### src/rtl/mcfg_pkg.sv
package mcfg_pkg;

    localparam int DW = 8;

    localparam logic [DW-1:0] IDX_MODE  = 8'h00;
    localparam logic [DW-1:0] IDX_CODE  = 8'h02;
    localparam logic [DW-1:0] IDX_ACQ   = 8'h04;
    localparam logic [DW-1:0] IDX_FINE  = 8'h05;
    localparam logic [DW-1:0] IDX_LOCK  = 8'hFF;
    localparam logic [DW-1:0] KEY_OPEN  = 8'hFF;

    typedef struct packed {
        logic       kasami;
        logic       slow;
        logic       rsvd;
        logic [4:0] addr;
    } code_sel_t;

    typedef enum logic {LOCKED = 1'b0, OPEN = 1'b1} lock_e;

    function automatic logic is_guarded(input logic [DW-1:0] idx);
        return (idx == IDX_CODE) || (idx == IDX_ACQ) || (idx == IDX_FINE);
    endfunction

    function automatic logic [4:0] eff_code_addr(input code_sel_t c);
        return c.kasami ? {2'b00, c.addr[2:0]} : c.addr;
    endfunction

endpackage

### src/rtl/mcfg_index.sv
module mcfg_index
    import mcfg_pkg::*;
(
    input  logic          clk,
    input  logic          rst,
    input  logic          wr_i,
    input  logic [DW-1:0] wdata_i,
    output logic [DW-1:0] idx_o
);
    logic [DW-1:0] idx_q;

    always_ff @(posedge clk) begin
        if (rst)       idx_q <= IDX_MODE;
        else if (wr_i) idx_q <= wdata_i;
    end

    assign idx_o = idx_q;

    AST_INDEX_TAKES_WRITE: assert property (@(posedge clk) disable iff (rst)
        $past(wr_i) && !$past(rst) |-> idx_q == $past(wdata_i));
    AST_INDEX_HOLDS: assert property (@(posedge clk) disable iff (rst)
        !$past(wr_i) && !$past(rst) |-> $stable(idx_q));

endmodule

### src/rtl/mcfg_lock.sv
module mcfg_lock
    import mcfg_pkg::*;
(
    input  logic          clk,
    input  logic          rst,
    input  logic          wr_i,
    input  logic [DW-1:0] idx_i,
    input  logic [DW-1:0] wdata_i,
    output logic          open_o
);
    lock_e state_q;

    always_ff @(posedge clk) begin
        if (rst) begin
            state_q <= LOCKED;
        end else if (wr_i && idx_i == IDX_LOCK) begin
            state_q <= (wdata_i == KEY_OPEN) ? OPEN : LOCKED;
        end
    end

    assign open_o = (state_q == OPEN);

    AST_LOCK_ONLY_VIA_KEY: assert property (@(posedge clk) disable iff (rst)
        !$stable(open_o) && !$past(rst) |-> $past(wr_i) && $past(idx_i) == IDX_LOCK);
    AST_RELOCK_ON_OTHER: assert property (@(posedge clk) disable iff (rst)
        wr_i && idx_i == IDX_LOCK && wdata_i != KEY_OPEN |=> !open_o);

endmodule

### src/rtl/mcfg_regs.sv
module mcfg_regs
    import mcfg_pkg::*;
#(
    parameter logic [DW-1:0] ACQ_RST  = 8'h40,
    parameter logic [DW-1:0] FINE_RST = 8'h20
)(
    input  logic          clk,
    input  logic          rst,
    input  logic          wr_i,
    input  logic [DW-1:0] idx_i,
    input  logic [DW-1:0] wdata_i,
    input  logic          open_i,
    input  logic          frame_i,
    input  logic          byte_i,
    output logic [DW-1:0] rdata_o,
    output logic          mode_o,
    output logic          restart_o,
    output code_sel_t     code_o,
    output logic [DW-1:0] acq_o,
    output logic [DW-1:0] fine_o
);
    logic          mode_q;
    logic          restart_q;
    code_sel_t     code_q;
    logic [DW-1:0] acq_q;
    logic [DW-1:0] fine_q;
    logic          wr_ok;

    assign wr_ok = wr_i && (open_i || !is_guarded(idx_i));

    always_ff @(posedge clk) begin
        if (rst) begin
            mode_q    <= 1'b0;
            restart_q <= 1'b0;
            code_q    <= '0;
            acq_q     <= ACQ_RST;
            fine_q    <= FINE_RST;
        end else begin
            restart_q <= wr_i && (idx_i == IDX_MODE);
            if (wr_ok) begin
                case (idx_i)
                    IDX_MODE: mode_q <= wdata_i[0];
                    IDX_CODE: begin
                        code_q      <= code_sel_t'(wdata_i);
                        code_q.rsvd <= 1'b0;
                    end
                    IDX_ACQ:  acq_q  <= wdata_i;
                    IDX_FINE: fine_q <= wdata_i;
                    default:  ;
                endcase
            end
        end
    end

    always_comb begin
        case (idx_i)
            IDX_MODE: rdata_o = {5'b0, byte_i, frame_i, mode_q};
            IDX_CODE: rdata_o = code_q;
            IDX_ACQ:  rdata_o = acq_q;
            IDX_FINE: rdata_o = fine_q;
            default:  rdata_o = '0;
        endcase
    end

    assign mode_o    = mode_q;
    assign restart_o = restart_q;
    assign code_o    = code_q;
    assign acq_o     = acq_q;
    assign fine_o    = fine_q;

    AST_GUARDED_HOLD_LOCKED: assert property (@(posedge clk) disable iff (rst)
        !$past(open_i) && !$past(rst) |-> $stable(code_q) && $stable(acq_q) && $stable(fine_q));
    AST_RESTART_FROM_MODE_WR: assert property (@(posedge clk) disable iff (rst)
        restart_o |-> $past(wr_i) && $past(idx_i) == IDX_MODE);
    AST_RSVD_ZERO: assert property (@(posedge clk) disable iff (rst)
        code_q.rsvd == 1'b0);

endmodule

### src/rtl/mcfg_bank.sv
module mcfg_bank
    import mcfg_pkg::*;
#(
    parameter logic [7:0] ACQ_RST  = 8'h40,
    parameter logic [7:0] FINE_RST = 8'h20
)(
    input  logic       clk,
    input  logic       rst,
    input  logic       idx_wr,
    input  logic [7:0] idx_wdata,
    input  logic       dat_wr,
    input  logic [7:0] dat_wdata,
    output logic [7:0] dat_rdata,
    input  logic       frame_found,
    input  logic       byte_ready,
    output logic       tx_mode,
    output logic       restart,
    output logic       code_kasami,
    output logic       chip_slow,
    output logic [4:0] code_addr,
    output logic [7:0] acq_thresh,
    output logic [7:0] fine_thresh,
    output logic       unlocked
);
    logic [DW-1:0] idx;
    logic [DW-1:0] reg_rdata;
    logic          open_w;
    code_sel_t     code_w;

    mcfg_index i_index (
        .clk     (clk),
        .rst     (rst),
        .wr_i    (idx_wr),
        .wdata_i (idx_wdata),
        .idx_o   (idx)
    );

    mcfg_lock i_lock (
        .clk     (clk),
        .rst     (rst),
        .wr_i    (dat_wr),
        .idx_i   (idx),
        .wdata_i (dat_wdata),
        .open_o  (open_w)
    );

    mcfg_regs #(.ACQ_RST(ACQ_RST), .FINE_RST(FINE_RST)) i_regs (
        .clk       (clk),
        .rst       (rst),
        .wr_i      (dat_wr),
        .idx_i     (idx),
        .wdata_i   (dat_wdata),
        .open_i    (open_w),
        .frame_i   (frame_found),
        .byte_i    (byte_ready),
        .rdata_o   (reg_rdata),
        .mode_o    (tx_mode),
        .restart_o (restart),
        .code_o    (code_w),
        .acq_o     (acq_thresh),
        .fine_o    (fine_thresh)
    );

    assign dat_rdata   = (idx == IDX_LOCK) ? {7'b0, open_w} : reg_rdata;
    assign code_kasami = code_w.kasami;
    assign chip_slow   = code_w.slow;
    assign code_addr   = eff_code_addr(code_w);
    assign unlocked    = open_w;

    AST_KASAMI_ADDR_RANGE: assert property (@(posedge clk) disable iff (rst)
        code_kasami |-> code_addr[4:3] == 2'b00);
    AST_UNUSED_READ_ZERO: assert property (@(posedge clk) disable iff (rst)
        idx inside {8'h01, 8'h03, [8'h06:8'hFE]} |-> dat_rdata == 8'h00);

endmodule

### config.mk
export PLATFORM = sky130hd
export DESIGN_NAME = mcfg_bank
export DESIGN_NICKNAME = d
export VERILOG_FILES = /design/src/rtl/mcfg_pkg.sv /design/src/rtl/mcfg_index.sv /design/src/rtl/mcfg_lock.sv /design/src/rtl/mcfg_regs.sv /design/src/rtl/mcfg_bank.sv
export SDC_FILE = /design/constraint.sdc
export NUM_CORES = 1
export LEC_CHECK = 0
export BUFFER_PORTS_ARGS = -buffer_cell sky130_fd_sc_hd__buf_2
export CAP_MARGIN = 20
export CELL_PAD_IN_SITES_DETAIL_PLACEMENT = 1
export CELL_PAD_IN_SITES_GLOBAL_PLACEMENT = 2
export CORE_MARGIN = 4
export CORE_UTILIZATION = 32
export CTS_BUF_LIST = sky130_fd_sc_hd__clkbuf_4 sky130_fd_sc_hd__clkbuf_8 sky130_fd_sc_hd__clkbuf_16
export DETAILED_ROUTE_END_ITERATION = 8
export GPL_ROUTABILITY_DRIVEN = 0
export PLACE_DENSITY = 0.8
export SKIP_CTS_REPAIR_TIMING = 1
export SKIP_LAST_GASP = 1
export SLEW_MARGIN = 20
export SYNTH_ARGS = -nofsm -noshare
export SYNTH_HDL_FRONTEND = slang
export SYNTH_HIERARCHICAL = 1
export SYNTH_SLANG_ARGS = --single-unit
### constraint.sdc
create_clock -name clk -period 4.1 [get_ports clk]
set_input_delay 0.41 -clock clk [delete_from_list [all_inputs] [get_ports clk]]
set_output_delay 0.41 -clock clk [all_outputs]
set_load 0.05 [all_outputs]
# Word level (Yosys, flattened, before mapping)
# Index checks and enable logic that the tools add are counted.
# Widths: inputs -> output; s select.
[classes]
eq_ne = 5
muxes = 4
n_reduce_logical = 12
[ops]
columns = ["op", "count"]
rows = [
  ["$pmux 8 s4", 1],
  ["$eq 8x3->1 const B", 2],
  ["$eq 8x8->1 const B", 2],
  ["$eq 8x2->1 const B", 1],
  ["$logic_not 8->1", 1],
  ["$mux 8", 1],
  ["$reduce_and 2->1", 4],
  ["$mux 5", 1],
  ["$logic_and 1x1->1", 3],
  ["$logic_or 1x1->1", 3],
  ["$logic_not 1->1", 1],
  ["$mux 1", 1],
]
[word_totals]
reg_bits = 34
in_bits = 22
out_inout_bits = 34
wordCells = 30

# Depth between registers and ports, before layout
# Gate-level depths: netlist of run 1.
[logic_depth]
depth_word = 7
ltp_mapped = 5
ltp_nobuf = 4

# Cells and area by module
# The synthesis of run 1 kept the hierarchy.
[by_module_without_submodules]
columns = ["mod", "instances", "cells_per_inst", "area_each_um2", "seq_area_each_um2"]
rows = [
  ["mcfg_regs", 1, 140, 1342.5, 500.5],
  ["mcfg_index", 1, 26, 285.3, 160.2],
  ["mcfg_bank", 1, 13, 105.1, 0.0],
  ["mcfg_lock", 1, 10, 77.6, 20.0],
]

# Worst setup path after synthesis of run 1
# OpenSTA, ideal clock, no wires.
[synth_path]
kind = "register to output"
startpoint = "reg i_index.idx_q[5], in the netlist i_index/idx_o[5]"
endpoint = "out dat_rdata[4]"
arrival_time_ps = 1891
required_time_ps = 3690
setup_slack_ps = 1799
path_stages_with_launch = 6
n_path_buf = 1
path_cell_list = "dfxtp_1 nor2_1 clkbuf_1 nand4_1 nand3_1 nor2b_1"
[synth_between]
elab_chain_cells = 3
word_cells_on_any_way = 7
cone_classes = "eq/ne: 4; mux: 2; reduce/logical: 1"
[synth_rtl]
columns = ["element", "line_no", "rtl"]
rows = [
  ["from (decl)", "mcfg_index.sv:10", "logic [DW-1:0] idx_q;"],
  ["from (signal assigned)", "mcfg_index.sv:14", "else if (wr_i) idx_q <= wdata_i;"],
  ["$eq 8x3->1 (tied with other cells)", "mcfg_regs.sv:56", "case (idx_i)"],
  ["$pmux 8 s4 (*)", "mcfg_regs.sv:56", ""],
  ["named net reg_rdata[4]", "mcfg_bank.sv:26", "logic [DW-1:0] reg_rdata;"],
  ["$mux 8 (*)", "mcfg_bank.sv:64", "assign dat_rdata = (idx == IDX_LOCK) ? {7'b0, open_w} : reg_rdata;"],
  ["to (decl)", "mcfg_bank.sv:13", "output logic [7:0] dat_rdata,"],
]
# The timed path passes the listed nets; every way through them passes the cells marked *.

# Final worst setup path of run 1
[layout_path]
startpoint = "reg i_index.idx_q[7], in the netlist i_index/idx_o[7]"
endpoint = "out dat_rdata[0]"
# Same word-level chain as after synthesis.

==> metrics.yaml, run 1 <==
antenna_cells: 0
routed_wl_mm: 5.19
netlist_area_um2: 1800
finalSetupTns_ns: 0
skew_ns: 0.00624
cp-start-kind: "flip-flop"
grt_pass1_wl_mm: 8.44
place_inst: 304
row_count: 27
min_period_ns: 2.79
vias_per_cell: 5.08
first_pass_iters: 4
io_pins: 56
crit_arrival_ns: 2.38
cts_max_level: 2
die_x_um: 83.0
critPathMaxFanout: 16
r2r-start: "i_index/idx_o[7]"
syn_to_final_growth_pct: 23.1
rsz0062_at_grt: "false"
finalPower_mw: 0.707
vias: 1586
ir_drop_uv: 125
overflow: 0
syn_avg_cell_area_um2: 9.62
slew_viol_final: 0
setup_viol: 0
clk_path_buf_depth: 2
crit_required_ns: 3.69
rr_worst_depth: 3
hold_ws_ns: 0.356
clkSinkCount: 34
coreArea_um2: 5470
clk-insertion-delay-late_ns: 0.29
grt_pass1_vias: 1602
r2r-end: "i_regs/fine_o[7]"
root_buffer: "clkbuf_8"
synthCells: 187
cts_tree: "built"
drt_iter0_drc: 96
antenna_violating_nets_post_route: 0
cts-buffers-inserted: 5
worst_slew_pin_slew_ns: 1.04
maxCapViolations: 0
outcome: "finished, final reports clean"
start_util_pct: 32.9
cp-endpoint: "dat_rdata[0]"
drc: 0
track_usage_pct: 15.3
crit_start: "i_index/idx_o[7]"
post_drt_wl_per_cell_um: 16.6
place_hpwl_mm: 3.76
fin_cells: 312
hold_path.class: "in -> reg"
syn_nets: 209
die_h_um: 83.0
clock.fmax_mhz: 358
grt_max_degree: 46
period_share_pct: 68.2
drive_above_1_share_pct: 30.8
ys_warn_count: 6
die-area_um2: 6890
critPathCaptureType: "output port"
clk_pin_slew_worst_paths_ns: 0.07
postPlaceCellArea_um2: 2120
portBuffers: 55
worstSetupPathType: "reg -> out"
hold_viol: 0
nNetsFinal: 261
stdcell_area_um2: 2210
antenna_found_initial: 0
leakagePower_nw: 1.05
max_slew_margin_pct: 30.3
power_density_nw_per_um2: 319
rrSetupSlack_ns: 2.03
-- critical path, stage by stage (launching register included) --
cell and delay [ns]:
dfxtp_1 0.36, nor2_1 0.80, and3_1 0.37, o2bb2ai_1 0.14, mux2_4 0.16, buf_2 0.25
-- report_power, final --
part	total, mW	internal (mW)	switching, mW	leakage (nW)
registers	0.348	0.336	0.0119	0.276
clock network	0.270	0.142	0.128	0.0517
logic	0.0890	0.0338	0.0553	0.721
total	0.707	0.512	0.195	1.05
-- layout make-up --
type / instances / area, um^2
fill: 660 / 3260
timing repair buffer: 56 / 283
tap: 72 / 90.1
sequential: 34 / 681
multi-input combinational: 142 / 1070
clock buffer: 7 / 90.1
clock inverter: 1 / 5.00
-- worst min path at each step --
stage / start / end / slack (ns) / depth (start not counted)
detailed placement: i_regs/fine_o[1] / i_regs/fine_o[1] / 0.49 / 2
CTS: idx_wdata[3] / i_index/idx_o[3] / 0.35 / 3
floorplan: i_regs/code_o[4] / i_regs/code_o[4] / 0.46 / 2
global route: idx_wdata[7] / i_index/idx_o[7] / 0.36 / 3
finish: idx_wdata[4] / i_index/idx_o[4] / 0.36 / 3
global placement: i_regs/code_o[4] / i_regs/code_o[4] / 0.48 / 2
-- placed cells by master (no fill, tap or decap), types with 6 or more instances in the layout --
| master | count |
|---|---|
| mux2i_1 | 36 |
| nand3_1 | 6 |
| dfxtp_1 | 34 |
| nand2b_1 | 31 |
| nor2_1 | 13 |
| clkbuf_8 | 6 |
| nor2b_1 | 6 |
| nand4_1 | 20 |
| buf_2 | 55 |
-- through the flow --
| stage | worst slack (ns) | util [%] |
|---|---|---|
| global route | 1.07 | 40.5 |
| CTS | 1.32 | 40.5 |
| detailed placement | 1.66 | 38.7 |
| finish | 1.31 | 40.5 |
| floorplan | 1.80 | - |
| global placement | 1.66 | 38.7 |
-- state kept, by name (all words and copies together) (netlist names) --
signal            count
i_regs/code_o         7
i_regs/acq_o          8
i_regs/restart_o      1
i_regs/mode_o         1
i_regs/fine_o         8
i_index/idx_o         8
i_lock/open_o         1
-- layer usage --
metal | routed length [um] | global-route usage, % | vias to the layer above
met5 | 0 | 0 | -
met4 | 82 | 5.79 | 0
met3 | 218 | 3.87 | 7
met2 | 2340 | 23.9 | 38
met1 | 2550 | 20.3 | 763
li1 | - | - | 778
Note: power is estimated with default switching activity, not from simulation.
==> run 2: changes to the inputs <==
- CORE_UTILIZATION: 32 -> 27
- PLACE_DENSITY: 0.8 -> 0.72
- clock period: 4.1 -> 2.5 ns (I/O delays scaled with it)
==> run 2 against run 1 <==
Against the previous run: worst hold slack worse by 0.15 ns; largest cell class unchanged; first-iteration DRC count is 28% lower; register-to-register slack worse by 1.3 ns; worst setup slack worse by 1.0 ns; sequential cell count did not move; routed wire length is 4.3% higher; clock skew down 0.0015 ns; cell area rose by 1.5%; non-clock buffer count increased by 5.
==> metrics.yaml, run 2 (synthesized netlist as in run 1, its figures left out) <==
outcome: "finished, final reports clean"
routed_wl_mm: 5.41  # +4.3%
stdcell_area_um2: 2250  # +1.5%
seqPwrFrac_pct: 50.2  # +1.0 points
antenna_violating_nets_post_route: 0  # unchanged
hold_ws_ns: 0.206  # -0.150 ns
cts_max_level: 2  # unchanged
max_slew_margin_pct: 56.4  # +26 points
worstSetupPathType: "reg -> out"
p_int_mw: 0.829  # +62%
min_period_ns: 2.20
clkSinkCount: 34  # unchanged
clk_pin_slew_worst_paths_ns: 0.07  # about the same
drt_iter0_drc: 69  # -28%
period_share_pct: 87.9
crit_required_ns: 2.25  # -1.44 ns
die-area_um2: 8030  # +17%
clk_path_buf_depth: 2  # unchanged
die_h_um: 89.6  # +8.0%
portBuffers: 55  # unchanged
skew_ns: 0.00471  # -0.00153 ns
antenna_cells: 0  # unchanged
maxCapViolations: 0  # unchanged
die_x_um: 89.6  # +8.0%
vias_per_cell: 5.03  # -1.0%
slew_viol_final: 0  # unchanged
postPlaceCellArea_um2: 2160  # +2.1%
power_density_nw_per_um2: 503  # +58%
power_frac_comb_pct: 14.1  # +1.5 points
vias: 1615  # +1.8%
critPathMaxFanout: 9  # -7
place_hpwl_mm: 4.00  # +6.4%
layout_commonest_cell: "buf_2"
hold_path.class: "in -> reg"
finalSetupTns_ns: 0  # unchanged
crit_arrival_ns: 1.95  # -0.43 ns
setup_viol: 0  # unchanged
coreArea_um2: 6420  # +17%
leakagePower_nw: 1.07  # +1.7%
cts-buffers-inserted: 5  # unchanged
syn_to_final_growth_pct: 24.9
sw_frac_of_total_pct: 26.7  # -0.88 points
p_switching_mw: 0.303  # +55%
drc: 0  # unchanged
critPathCaptureType: "output port"
cts_tree: "built"
io_pins: 56  # unchanged
rsz0062_at_grt: "false"
start_util_pct: 28.0  # -4.9 points
final_cell_mix: "buf_2, mux2i_1, dfxtp_1"
post_drt_wl_per_cell_um: 16.9  # +1.4%
antenna_found_initial: 0  # unchanged
clk-insertion-delay-late_ns: 0.28  # about the same
p_clk_share_pct: 35.7  # -2.5 points
root_buffer: "clkbuf_8"
drive_above_1_share_pct: 32.0  # +1.1 points
row_count: 29  # +7.4%
ir_drop_uv: 191  # +53%
worst_slew_pin_slew_ns: 0.653  # -0.388 ns
grt_pass1_wl_mm: 8.51  # +0.90%
cp-start-kind: "flip-flop"
first_pass_iters: 4  # unchanged
clock.fmax_mhz: 455
track_usage_pct: 14.2  # -1.1 points
nNetsFinal: 266  # +1.9%
overflow: 0  # unchanged
grt_max_degree: 46  # unchanged
hold_viol: 0  # unchanged
grt_pass1_vias: 1674  # +4.5%
==> run 2: cell types whose count changed in the layout (fill, tap and decap cells not counted) <==
cell	delta
buf_4	+5
clkbuf_4	+1
clkinv_2	-1
clkbuf_8	-1
==> run 2: cell type report <==
cell class | instances | area [um^2]
well taps | 77 | 96.3
repair buffers | 61 | 320
multi-input cells | 142 | 1070
flip-flops and latches | 34 | 681
fillers | 764 | 4180
clock buffers | 7 | 83.8
==> run 2: per-layer routing <==
| metal | vias up | GRT usage, % | share of wire, % |
|---|---|---|---|
| li1 | 784 | - | - |
| met1 | 776 | 19.2 | 46 |
| met2 | 49 | 21.8 | 46 |
| met3 | 6 | 3.38 | 6.3 |
| met4 | 0 | 5.55 | 1.2 |
| met5 | - | 0 | 0 |
==> run 2: critical path, cell delays in order (launching register included) <==
cell	delay [ns]
dfxtp_1	0.56
buf_4	0.25
mux2i_1	0.22
a2bb2oi_1	0.17
o2bb2ai_1	0.07
and2b_2	0.19
buf_2	0.21
==> run 2: worst paths after layout <==
check                         from          endpoint  slack, ns  cells past startpoint
hold / removal        idx_wdata[3]  i_index/idx_o[3]       0.21                      3
setup / recovery  i_index/idx_o[2]      dat_rdata[1]       0.30                      6
setup reg to reg  i_index/idx_o[2]  i_regs/fine_o[0]       0.75                      3
hold reg to reg   i_regs/fine_o[2]  i_regs/fine_o[2]       0.50                      2
==> run 2: stage by stage <==
stage / worst slack [ns] / utilization [%] / instances / total power, mW
CTS: 0.276 / 35.0 / 321 / 1.15
finish: 0.301 / 35.0 / 321 / 1.13
global placement: 0.611 / 33.7 / 314 / 0.740
detailed placement: 0.580 / 33.7 / 314 / 0.741
global route: 0.139 / 35.0 / 321 / 1.20
floorplan: 0.359 / - / 187 / 0.678
==> run 2: power groups by stage <==
stage / registers, mW / logic [mW] / clock network, mW
4_1_cts: 0.567 / 0.161 / 0.422
3_3_place_gp: 0.580 / 0.161 / 0
3_5_place_dp: 0.580 / 0.161 / 0
6_report: 0.567 / 0.160 / 0.404
5_1_grt: 0.569 / 0.176 / 0.452
2_1_floorplan: 0.580 / 0.0978 / 0
==> run 3: changes to the inputs <==
==> constraint.sdc (replaced) <==
create_clock -name clk -period 2.5 [get_ports clk]
set_input_delay 0.25 -clock clk [delete_from_list [all_inputs] [get_ports clk]]
set_output_delay 0.25 -clock clk [all_outputs]
set_load 0.005 [all_outputs]
==> run 3 against run 2 <==
Against the previous run: non-clock buffer count decreased by 2; highest routed layer unchanged; die area did not move; via count down 1.8%.
==> metrics.yaml, run 3 (synthesized netlist as in run 1, its figures left out) <==
outcome: "finished, final reports clean"
min_period_ns: 2.25  # +0.0544 ns
postPlaceCellArea_um2: 2150  # -0.69%
power_density_nw_per_um2: 494  # -1.8%
critPathMaxFanout: 16  # +7
final.setup.worst_slack_ns: 0.247  # -0.0544 ns
worst_slew_pin_slew_ns: 0.640  # -0.0139 ns
drive_above_1_share_pct: 31.4  # -0.56 points
cp-start-kind: "flip-flop"
first_pass_iters: 4  # unchanged
fillCellCount: 774  # +1.3%
max_slew_margin_pct: 57.3  # +0.87 points
period_share_pct: 90.1  # +2.2 points
utilization_pct: 34.8  # -0.23 points
drc: 0  # unchanged
clk-insertion-delay-late_ns: 0.28  # about the same
antenna_violating_nets_post_route: 0  # unchanged
finalSetupTns_ns: 0  # unchanged
maxCapViolations: 0  # unchanged
r2r-start: "i_index/idx_o[2]"
hold_viol: 0  # unchanged
cts_tree: "built"
hold_path.class: "in -> reg"
place_hpwl_mm: 4.03  # +0.82%
worstSetupPathType: "reg -> out"
die_x_um: 89.6  # unchanged
cts_max_level: 2  # unchanged
layout_commonest_cell: "buf_2"
root_buffer: "clkbuf_8"
syn_to_final_growth_pct: 24.1
row_count: 29  # unchanged
finalPower_mw: 1.10  # -2.5%
fin_cells: 319  # -0.62%
hold_ws_ns: 0.196  # -0.00952 ns
antenna_cells: 0  # unchanged
crit_arrival_ns: 2.00  # +0.05 ns
stdcell_area_um2: 2230  # -0.67%
cts-buffers-inserted: 5  # unchanged
final_cell_mix: "buf_2, mux2i_1, dfxtp_1"
io_pins: 56  # unchanged
grt_max_degree: 24  # -48%
clk_pin_slew_worst_paths_ns: 0.07  # about the same
hold_end: "i_index/idx_o[1]"
r2r-end: "i_regs/fine_o[1]"
crit_required_ns: 2.25  # about the same
clock.fmax_mhz: 444  # -2.4%
skew_ns: 0.00431  # -0.000398 ns
overflow: 0  # unchanged
post_drt_wl_per_cell_um: 16.4  # -2.8%
grt_pass1_vias: 1578  # -5.7%
antenna_found_initial: 0  # unchanged
nNetsFinal: 264  # -0.75%
grt_pass1_wl_mm: 8.27  # -2.8%
die_h_um: 89.6  # unchanged
vias_per_cell: 4.97  # -1.2%
rr_worst_depth: 3  # unchanged
leakagePower_nw: 1.06  # -0.99%
rrSetupSlack_ns: 0.61  # -0.14 ns
drt_iter0_drc: 47  # -32%
min_from: "idx_wdata[1]"
setup_viol: 0  # unchanged
rsz0062_at_grt: "false"
critPathCaptureType: "output port"
track_usage_pct: 13.7  # -0.53 points
pre_cts_ws_ns: 0.560  # -0.0195 ns
slew_viol_final: 0  # unchanged
whs_path_depth: 3  # unchanged
routed_wl_mm: 5.23  # -3.4%
ir_drop_uv: 160  # -16%
coreArea_um2: 6420  # unchanged
crit_start: "i_index/idx_o[2]"
clk_path_buf_depth: 2  # unchanged
portBuffers: 55  # unchanged
die-area_um2: 8030  # unchanged
start_util_pct: 28.0  # unchanged
place_inst: 312  # -0.64%
clkSinkCount: 34  # unchanged
vias: 1586  # -1.8%
-- run 3: worst max-delay path: stages, from the launching register on --
cell and delay, ns:
dfxtp_1 0.73, and2_1 0.43, nand4_1 0.14, nand3_1 0.11, nor2b_1 0.17, buf_2 0.14
-- run 3: layer usage --
metal / up-vias / track usage [%] / routed length, um
li1: 786 / - / -
met1: 754 / 18.1 / 2540
met3: 5 / 3.83 / 261
met2: 41 / 21.5 / 2350
met5: - / 0 / 0
met4: 0 / 4.47 / 75
-- run 3: power breakdown --
group          total [mW]  internal [mW]  switching, mW  leakage, nW
clock network       0.402          0.213          0.188       0.0452
logic               0.131         0.0605         0.0710        0.735
registers           0.570          0.551         0.0191        0.276
-- run 3: area by class of cell --
class                   instances  area, um^2  area share (%)
multi-input cells             142        1070            47.8
flip-flops and latches         34         681            30.5
repair buffers                 59         305            13.7
well taps                      77        96.3            4.32
clock buffers                   7        83.8            3.76
-- run 3: how the worst max path moves through the flow --
stage / slack [ns] / endpoint
finish: 0.25 / dat_rdata[6]
global placement: 0.59 / dat_rdata[0]
CTS: 0.24 / dat_rdata[0]
detailed placement: 0.56 / dat_rdata[0]
global route: 0.12 / dat_rdata[6]
floorplan: 0.83 / dat_rdata[0]
